--- src/rtl/cfg_ldr_pkg.sv ---
package cfg_ldr_pkg;

  localparam logic [7:0] IMAGE_TAG = 8'hA5;

  typedef enum logic [3:0] {
    S_IDLE,
    S_FLAG,
    S_NBURST,
    S_HDR_HI,
    S_HDR_LO,
    S_DATA,
    S_WRITE,
    S_DONE,
    S_HALT
  } ldr_state_e;

  // Highest byte count allowed for each strap setting.
  function automatic int unsigned rom_limit(input logic [1:0] sel);
    case (sel)
      2'd0:    return 32'd1 << 7;
      2'd1:    return 32'd1 << 11;
      2'd2:    return 32'd1 << 14;
      default: return 32'd1 << 16;
    endcase
  endfunction

endpackage

--- src/rtl/cfg_ldr_fetch.sv ---
module cfg_ldr_fetch
  import cfg_ldr_pkg::*;
#(
  parameter int AW = 16
) (
  input  logic          clk,
  input  logic          rst_n,
  input  logic          restart_i,
  input  logic          want_i,
  input  logic [1:0]    size_sel_i,
  input  logic          rom_vld_i,
  output logic          rom_req_o,
  output logic [AW-1:0] rom_addr_o,
  output logic          over_o,
  output logic          take_o
);

  logic [AW:0] ptr;
  logic        beyond;

  assign beyond     = 32'(ptr) >= rom_limit(size_sel_i);
  assign rom_req_o  = want_i & ~beyond;
  assign over_o     = want_i & beyond;
  assign take_o     = rom_req_o & rom_vld_i;
  assign rom_addr_o = ptr[AW-1:0];

  always_ff @(posedge clk or negedge rst_n) begin
    if (!rst_n)         ptr <= '0;
    else if (restart_i) ptr <= '0;
    else if (take_o)    ptr <= ptr + 1'b1;
  end

endmodule

--- src/rtl/cfg_ldr_pack.sv ---
module cfg_ldr_pack #(
  parameter int NB = 4
) (
  input  logic            clk,
  input  logic            rst_n,
  input  logic            clear_i,
  input  logic            vld_i,
  input  logic [7:0]      byte_i,
  output logic            full_o,
  output logic [8*NB-1:0] word_o
);

  localparam int CW = (NB > 1) ? $clog2(NB) : 1;

  logic [CW-1:0]     cnt;
  logic [8*NB-9:0]   acc;
  logic              last;

  assign last   = (cnt == CW'(NB - 1));
  assign full_o = vld_i & last;
  assign word_o = {acc, byte_i};

  always_ff @(posedge clk or negedge rst_n) begin
    if (!rst_n) begin
      cnt <= '0;
      acc <= '0;
    end else if (clear_i) begin
      cnt <= '0;
    end else if (vld_i) begin
      acc <= word_o[8*NB-9:0];
      cnt <= last ? '0 : cnt + 1'b1;
    end
  end

endmodule

--- src/rtl/cfg_ldr_wgate.sv ---
module cfg_ldr_wgate #(
  parameter int AW = 10,
  parameter int DW = 32
) (
  input  logic          clk,
  input  logic          rst_n,
  input  logic          load_i,
  input  logic [AW-1:0] addr_i,
  input  logic [DW-1:0] data_i,
  input  logic          csr_busy_i,
  input  logic          pmi_busy_i,
  output logic          wr_en_o,
  output logic [AW-1:0] wr_addr_o,
  output logic [DW-1:0] wr_data_o
);

  logic pend;
  logic fire;

  assign fire = pend & ~csr_busy_i & ~pmi_busy_i;

  always_ff @(posedge clk or negedge rst_n) begin
    if (!rst_n) begin
      pend      <= 1'b0;
      wr_en_o   <= 1'b0;
      wr_addr_o <= '0;
      wr_data_o <= '0;
    end else begin
      wr_en_o <= fire;
      if (load_i) begin
        pend      <= 1'b1;
        wr_addr_o <= addr_i;
        wr_data_o <= data_i;
      end else if (fire) begin
        pend <= 1'b0;
      end
    end
  end

endmodule

--- src/rtl/cfg_image_loader.sv ---
module cfg_image_loader
  import cfg_ldr_pkg::*;
#(
  parameter int ROM_AW     = 16,
  parameter int REG_AW     = 10,
  parameter int WORD_BYTES = 4
) (
  input  logic                    clk,
  input  logic                    rst_n,
  input  logic                    start_i,
  input  logic [1:0]              size_sel_i,
  output logic                    rom_req_o,
  output logic [ROM_AW-1:0]       rom_addr_o,
  input  logic [7:0]              rom_data_i,
  input  logic                    rom_vld_i,
  input  logic                    csr_busy_i,
  input  logic                    pmi_busy_i,
  output logic                    wr_en_o,
  output logic [REG_AW-1:0]       wr_addr_o,
  output logic [8*WORD_BYTES-1:0] wr_data_o,
  output logic                    busy_o,
  output logic                    done_o,
  output logic                    ovf_o
);

  localparam int DW  = 8 * WORD_BYTES;
  localparam int SH  = $clog2(WORD_BYTES);
  localparam int DWA = REG_AW - SH;

  ldr_state_e       state;
  logic [7:0]       bursts_left;
  logic [7:0]       words_left;
  logic [DWA-1:0]   dw_addr;

  // Named internal events
  logic             ev_start;
  logic             ev_take;
  logic             ev_over;
  logic             ev_word_full;
  logic             want;
  logic [DW-1:0]    word;

  assign busy_o   = !(state inside {S_IDLE, S_DONE, S_HALT});
  assign done_o   = (state == S_DONE);
  assign ovf_o    = (state == S_HALT);
  assign ev_start = start_i & ~busy_o;
  assign want     = state inside {S_FLAG, S_NBURST, S_HDR_HI, S_HDR_LO, S_DATA};

  cfg_ldr_fetch #(.AW(ROM_AW)) u_fetch (
    .clk        (clk),
    .rst_n      (rst_n),
    .restart_i  (ev_start),
    .want_i     (want),
    .size_sel_i (size_sel_i),
    .rom_vld_i  (rom_vld_i),
    .rom_req_o  (rom_req_o),
    .rom_addr_o (rom_addr_o),
    .over_o     (ev_over),
    .take_o     (ev_take)
  );

  cfg_ldr_pack #(.NB(WORD_BYTES)) u_pack (
    .clk     (clk),
    .rst_n   (rst_n),
    .clear_i (ev_start),
    .vld_i   (ev_take && state == S_DATA),
    .byte_i  (rom_data_i),
    .full_o  (ev_word_full),
    .word_o  (word)
  );

  cfg_ldr_wgate #(.AW(REG_AW), .DW(DW)) u_wgate (
    .clk        (clk),
    .rst_n      (rst_n),
    .load_i     (ev_word_full),
    .addr_i     ({dw_addr, {SH{1'b0}}}),
    .data_i     (word),
    .csr_busy_i (csr_busy_i),
    .pmi_busy_i (pmi_busy_i),
    .wr_en_o    (wr_en_o),
    .wr_addr_o  (wr_addr_o),
    .wr_data_o  (wr_data_o)
  );

  always_ff @(posedge clk or negedge rst_n) begin
    if (!rst_n) begin
      state       <= S_IDLE;
      bursts_left <= '0;
      words_left  <= '0;
      dw_addr     <= '0;
    end else begin
      case (state)
        S_IDLE, S_DONE, S_HALT: begin
          if (start_i) state <= S_FLAG;
        end
        S_WRITE: begin
          if (wr_en_o) begin
            dw_addr <= dw_addr + 1'b1;
            if (words_left == 8'd1) begin
              if (bursts_left == 8'd1) state <= S_DONE;
              else begin
                bursts_left <= bursts_left - 8'd1;
                state       <= S_HDR_HI;
              end
            end else begin
              words_left <= words_left - 8'd1;
              state      <= S_DATA;
            end
          end
        end
        default: begin
          if (ev_over) begin
            state <= S_HALT;
          end else if (ev_take) begin
            case (state)
              S_FLAG:   state <= (rom_data_i == IMAGE_TAG) ? S_NBURST : S_DONE;
              S_NBURST: begin
                bursts_left <= rom_data_i;
                state       <= (rom_data_i == 8'd0) ? S_DONE : S_HDR_HI;
              end
              S_HDR_HI: begin
                dw_addr <= DWA'(rom_data_i);
                state   <= S_HDR_LO;
              end
              S_HDR_LO: begin
                words_left <= rom_data_i;
                if (rom_data_i != 8'd0) state <= S_DATA;
                else if (bursts_left == 8'd1) state <= S_DONE;
                else begin
                  bursts_left <= bursts_left - 8'd1;
                  state       <= S_HDR_HI;
                end
              end
              S_DATA:   if (ev_word_full) state <= S_WRITE;
              default:  ;
            endcase
          end
        end
      endcase
    end
  end

endmodule

--- config.mk ---
export PLATFORM = sky130hd
export DESIGN_NAME = cfg_image_loader
export DESIGN_NICKNAME = d
export VERILOG_FILES = /design/src/rtl/cfg_ldr_pkg.sv /design/src/rtl/cfg_ldr_fetch.sv /design/src/rtl/cfg_ldr_pack.sv /design/src/rtl/cfg_ldr_wgate.sv /design/src/rtl/cfg_image_loader.sv
export SDC_FILE = /design/constraint.sdc
export NUM_CORES = 1
export LEC_CHECK = 0
export ABC_AREA = 1
export BUFFER_PORTS_ARGS = -buffer_cell sky130_fd_sc_hd__buf_2
export CORE_MARGIN = 2
export CORE_UTILIZATION = 55
export DETAILED_ROUTE_END_ITERATION = 6
export GPL_ROUTABILITY_DRIVEN = 0
export PLACE_DENSITY = 0.75
export RECOVER_POWER = 50
export REMOVE_ABC_BUFFERS = 1
export SYNTH_ARGS = -nofsm -noshare
export SYNTH_HDL_FRONTEND = slang
export SYNTH_SLANG_ARGS = --single-unit
--- constraint.sdc ---
create_clock -name clk -period 2.95 [get_ports clk]
set_input_delay 0.1475 -clock clk [delete_from_list [all_inputs] [get_ports clk]]
set_output_delay 0.1475 -clock clk [all_outputs]
set_load 0.05 [all_outputs]
# [After elaboration in Yosys (flattened, before gate mapping)]
# Cells that the tools add are included.
[totals] register_bits=113 latchBits=0 mem_bits_rw=0 romBits=0 input_bits=16 output_inout_bits=63 elab_cells=112 memories=0
[classes] addsub=5 mul=0 n_div=0 order_cmp=1 eq_ne=21 shifts=0 n_mux=39 bitwise=12 n_reduce_logical=23
[op_table] operator="$mux W8" n=15
[op_table] operator="$pmux W8 S2" n=4
[op_table] operator="$pmux W17 S3" n=1
[op_table] operator="$mux W17" n=2
[op_table] operator="$mux W4" n=5
[op_table] operator="$pmux W4 S5" n=1
[op_table] operator="$add A17 B1 Y17 const B" n=1
[op_table] operator="$ge A17 B17 Y1" n=1
[op_table] operator="$eq A4 B3 Y1 const B" n=4
[op_table] operator="$eq A8 B1 Y1 const B" n=2
[op_table] operator="$reduce_bool A8 Y1" n=2
[op_table] operator="$sub A8 B1 Y8 const B" n=2
[op_table] operator="$mux W3" n=5
[op_table] operator="$reduce_bool A2 Y1" n=6
[op_table] operator="$reduce_and A5 Y1" n=2
[op_table] operator="$add A8 B1 Y8 const B" n=1
[op_table] operator="$eq A4 B2 Y1 const B" n=2
[op_table] operator="$eq A8 B8 Y1 const B" n=1
[op_table] operator="$logic_not A8 Y1" n=1
[op_table] operator="$pmux W4 S2" n=1
[op_table] operator="$and A1 B1 Y1" n=7
[op_table] operator="$reduce_and A7 Y1" n=1
[op_table] operator="$mux W2" n=3
[op_table] operator="$ne A2 B2 Y1 const B" n=3
[op_table] operator="other kinds (20)" n=28

# [Depth between registers and ports, before layout]
[logic_depth] ltp_word=13 depth_mapped=16 mapped_depth_nobuf=15

# [Cells and area by module]
# Synthesis repeated with hierarchy kept, for this count alone.
[unflattened] hier_cells=879 hier_area_um2=6615.1
[modules_own_cells] module="cfg_image_loader" instances=1 cells_each=349 area_per_inst_um2=2165.8 seq_area_each_um2=700.7
[modules_own_cells] module="cfg_ldr_wgate" instances=1 cells_each=183 area_per_inst_um2=1756.7 seq_area_each_um2=1101.1
[modules_own_cells] module="cfg_ldr_fetch" instances=1 cells_each=219 area_per_inst_um2=1516.5 seq_area_each_um2=425.4
[modules_own_cells] module="cfg_ldr_pack" instances=1 cells_each=128 area_per_inst_um2=1176.1 seq_area_each_um2=650.6

# [Worst setup path before layout]
# OpenSTA, ideal clock, no wires.
[synth_timing] path_type="flip-flop to flip-flop" start="register state[2]" end="register u_fetch.ptr[2]" setup_ns=0.126 t_arrival_ns=2.986 t_required_ns=2.824 slack_ns=-0.162 stages_incl_launch_ff=12 n_path_buf=0 synth_period_minus_slack_ns=3.112 cell_sequence="dfrtp_1 -> inv_2 -> nor2_2 -> inv_1 -> nor3_1 -> nor2_1 -> inv_1 -> nand2_1 -> nand2_1 -> inv_1 -> nor3_1 -> nor3_1"
[synth_between] word_cells_on_any_way=15 cone_classes="7 x eq/ne; 1 x mux; 3 x bitwise; 4 x reduce/logical"
[synth_rtl] item="from (decl)" line_no="cfg_image_loader.sv:30" rtl="ldr_state_e state;"
[synth_rtl] item="from (signal assigned)" line_no="cfg_image_loader.sv:116" rtl="S_FLAG: state <= (rom_data_i == IMAGE_TAG) ? S_NBURST : S_DONE;"
[synth_rtl] item="from (signal assigned)" line_no="cfg_image_loader.sv:119" rtl="state <= (rom_data_i == 8'd0) ? S_DONE : S_HDR_HI;"
[synth_rtl] item="$eq A4 B3 Y1 *"
[synth_rtl] item="net done_o" line_no="cfg_image_loader.sv:22" rtl="output logic done_o,"
[synth_rtl] item="$reduce_bool A3 Y1 *" line_no="cfg_image_loader.sv:43" rtl="assign busy_o = !(state inside {S_IDLE, S_DONE, S_HALT});"
[synth_rtl] item="$and A1 B1 Y1 *" line_no="cfg_image_loader.sv:46" rtl="assign ev_start = start_i & ~busy_o;"
[synth_rtl] item="$mux W17 / $reduce_bool A2 Y1 (equally long branches)"
[synth_rtl] item="to (signal assigned)" line_no="cfg_ldr_fetch.sv:30" rtl="else if (take_o) ptr <= ptr + 1'b1;"
[synth_rtl] item="to (decl)" line_no="cfg_ldr_fetch.sv:18" rtl="logic [AW:0] ptr;"
# Mark *: on every way through the listed nets, which the timed path passes. The rest lies on a longest branch.
# A chain may end at the register's enable or synchronous reset.

# [Final worst setup path]
[layout_timing] start="register u_fetch.ptr[14]" end="register u_wgate.wr_data_o[13]"
[layout_between] elab_chain_cells=6
[layout_lines] item="$ge A17 B17 Y1" line_no="cfg_ldr_fetch.sv:21" rtl="assign beyond = 32'(ptr) >= rom_limit(size_sel_i);"
[layout_lines] item="$not A1 Y1" line_no="cfg_ldr_fetch.sv:22" rtl="assign rom_req_o = want_i & ~beyond;"
[layout_lines] item="$and A1 B1 Y1" line_no="cfg_ldr_fetch.sv:22"
[layout_lines] item="$and A1 B1 Y1" line_no="cfg_ldr_fetch.sv:24" rtl="assign take_o = rom_req_o & rom_vld_i;"
[layout_lines] item="$logic_and A1 B1 Y1" line_no="cfg_image_loader.sv:66" rtl=".vld_i (ev_take && state == S_DATA),"
[layout_lines] item="$and A1 B1 Y1" line_no="cfg_ldr_pack.sv:20" rtl="assign full_o = vld_i & last;"
[layout_lines] item="to (signal assigned)" line_no="cfg_ldr_wgate.sv:33" rtl="wr_data_o <= data_i;"
[layout_lines] item="to (decl)" line_no="cfg_ldr_wgate.sv:14" rtl="output logic [DW-1:0] wr_data_o"
# No other way between the ends.

==> qor.csv <==
stage,metric,value,unit
die,die_w,107,um
run,max-cap-violations,1,
synth,syn_inst,730,
die,fp-row-count,37,
detailed_routing,final_antenna_net_count,0,
timing,fin_ws,0.551,ns
setup_path,arrival,2.80,ns
timing,fin_worst_hold_slack,0.00873,ns
timing,worst_slew_pin_slew,2.21,ns
timing,period_minus_slack,2.40,ns
detailed_routing,wire_per_inst,13.7,um
timing,rsz0062_at_grt,no,
global_routing,grt_util_all_layers,0.240,
die,core-area,0.0103,mm2
power_and_ir_drop,fin_total_pwr,6.13,mW
placement,portBuffers,76,
final_layout,layout-drive-gt1-share,0.143,
global_routing,gr-total-overflow,0,
synth,synthTopCellsByCount,"nand2_1, dfrtp_1, inv_1",
min_path,hold_depth,3,
setup_path,cp_max_fo,43,
synth,synth.avg_cell_area,8.03,um2
clock_network,postCtsSetupBuffers,0,
clock_network,h-tree-depth,4,
detailed_routing,routed_via_density,5.24,
min_path,hp-start,rom_data_i[6],
die,io_pins,79,
timing,maxSlewHeadroom,-0.476,
synth,yosysSeqAreaShare,0.483,
power_and_ir_drop,powerDensity,899,mW/mm2
timing,setup_viol,0,
min_path,hold_end,bursts_left[6],
clock_network,cts_sinks,113,
final_layout,antenna_cells,0,
die,die_h,107,um
placement,placedCellCount,913,
final_layout,synthToLayoutAreaGrowth,16.5,%
synth,synth_compound_area_frac,0.138,
clock_network,insertion_delay,0.53,ns
setup_path,r2r_setup_slack,0.55,ns
synth,synth-edff-count,0,
setup_path,worstSetupPathType,register to register,
final_layout,fin_cells,950,
setup_path,cp.required,3.35,ns
synth,synth_seq_cells,113,
final_layout,layout.nets,829,
setup_path,reg2regPathDepth,12,
synth,synth_flop_cell,dfrtp_1,
timing,clock.fmax,417,MHz
synth,synth_top_cells_by_area,"dfrtp_1, nand2_1, inv_1",
timing,hold_viol,0,
synth,synth_top_family_by_area,simple AND/OR/NAND/NOR gates,
setup_path,endpoint_kind,register,
synth,synth.mux.area_fraction,0,
status,violations,"max-capacitance violations, max-slew violations",
synth,syn_area,0.00586,mm2
timing,clock_skew,0.00783,ns
status,status,"finished, violations left",
clock_network,tritoncts,done,
global_routing,grt_max_degree,54,
clock_network,cts.clk_slew.worst_paths,0.06,ns
die,die_area,0.0115,mm2
synth,yosysMostFrequentCell,nand2_1,
global_routing,antenna_found_initial,0,
synth,yosys.area_share.simple,0.227,
detailed_routing,dr.pass1.iters,4,
power_and_ir_drop,p_leak,3.38,nW
synth,async_flop_share,1.00,
min_path,hp-class,input pin to register,
detailed_routing,drt-total-wl,13000,um
timing,fin_crit_sh,0.813,
synth,post-synth-top-area-cell,dfrtp_1,
die,start_util,0.568,
setup_path,cp-start-kind,register,
timing,final_max_slew_viol_count,42,
global_routing,grt_pass1_vias,4607,
global_routing,grt_pass1_wl,21700,um
placement,dp_hpwl,9150,um
clock_network,root_buffer,clkbuf_8,
placement,post-place-ws,0.495,ns
power_and_ir_drop,irDropWorstVdd,0.669,mV
synth,synth_top_area_share,0.483,
setup_path,r2r_start,u_fetch.ptr[14],
clock_network,numCtsBuffers,17,
synth,ys_types,39,
synth,synthXorXnorAreaFrac,0.0239,
detailed_routing,drc_errors,0,
synth,synth_fa_ha_area_frac,0.0256,
detailed_routing,first_iter_violations,480,
detailed_routing,vias,4979,
clock_network,clock_path_buffers,2,
synth,ys_warn_count,0,
setup_path,r2r-end,u_wgate.wr_data_o[13],
[sequential cells by signal (all words and copies together), names as in the netlist]
register / count
u_pack.acc: 24
u_wgate.wr_en_o: 1
words_left: 8
state: 4
u_wgate.wr_data_o: 32
u_wgate.wr_addr_o: 8
u_fetch.ptr: 17
bursts_left: 8
dw_addr: 8
u_pack.cnt: 2
u_wgate.pend: 1
[metrics by stage]
stage	instance area, um2	utilization	setup TNS [ns]
global route	6830	0.661	0
floorplan	5610	-	-6.39
finish	6830	0.661	0
detailed placement	6220	0.603	0
CTS	6870	0.665	0
global placement	6220	0.603	0
[layout by cell type, fill, tap and decap left out, types with 3 or more instances in the layout]
cell,synthesis,final
nand2_1,204,204
dfrtp_1,113,113
inv_1,81,81
o21ai_0,60,60
nor2_1,58,58
buf_2,5,46
o21ai_1,32,32
clkbuf_1,7,30
a21oi_1,21,21
nand3_1,19,19
clkbuf_16,0,16
nor3_1,13,13
ha_1,12,12
xor2_1,11,11
inv_2,10,10
o21ai_2,10,10
nand4_1,8,8
buf_4,20,6
o31ai_1,5,5
nor4_1,5,5
xnor2_1,5,5
dlygate4sd3_1,0,5
o22ai_1,4,4
clkinv_4,0,4
o21a_1,3,3
inv_6,0,3
inv_8,0,3
clkinvlp_4,0,3
[worst max-delay path by stage]
stage	from	end	cells after the start
2_1_floorplan	state[2]	u_fetch.ptr[2]	11
3_3_place_gp	size_sel_i[0]	u_wgate.wr_addr_o[4]	17
6_report	u_fetch.ptr[14]	u_wgate.wr_data_o[13]	12
5_1_grt	rst_n	u_pack.acc[12]	2
4_1_cts	u_fetch.ptr[14]	u_wgate.wr_data_o[13]	12
3_5_place_dp	size_sel_i[1]	u_wgate.wr_data_o[28]	16
[cell families (layout without fill, tap and decap cells)]
| logic type | Yosys count | count (layout) |
|---|---|---|
| other cells | 1 | 2 |
| fa+ha+maj | 12 | 12 |
| simple gates | 319 | 319 |
| xor+xnor | 16 | 16 |
| buf+inv | 128 | 211 |
| flops | 113 | 113 |
| compound gates | 141 | 141 |
[what timing repair did]
item / in CTS / in global routing
endpoints found under the hold margin: 44 / 0
hold buffers: 5 / 0
setup endpoints to repair: 0 / 0
resized for setup: 0 / 0
[layout make-up]
| type | instances | area (um2) |
|---|---|---|
| tap | 136 | 170 |
| clock inverter | 15 | 178 |
| inverter | 91 | 342 |
| sequential | 113 | 2830 |
| fill | 865 | 3500 |
| multi-input combinational | 490 | 2440 |
| timing repair buffer | 88 | 458 |
| clock buffer | 17 | 414 |
[worst max-delay path, cell delays in order, from the launching register on]
cell	delay, ns
dfrtp_1	0.43
ha_1	0.33
a21oi_1	0.16
o21ai_0	0.09
nor2_1	0.16
nand4_2	0.21
inv_2	0.24
nand2_4	0.08
nor2_4	0.09
inv_2	0.04
buf_4	0.25
nand2_1	0.11
o21ai_1	0.07
[routing by layer]
layer	global-route usage	up-vias	wire [um]
met1	0.348	2321	6210
met3	0.0450	20	809
met5	0	-	0
met2	0.360	174	5760
met4	0.0863	0	237
li1	-	2464	-
[report_power, final]
group | total (mW) | internal, mW | switching [mW]
Combinational | 1.97 | 0.605 | 1.37
Sequential | 2.13 | 1.85 | 0.284
Clock | 2.03 | 1.23 | 0.803
Total | 6.13 | 3.68 | 2.45
Note: power is estimated with default switching activity, not from simulation.
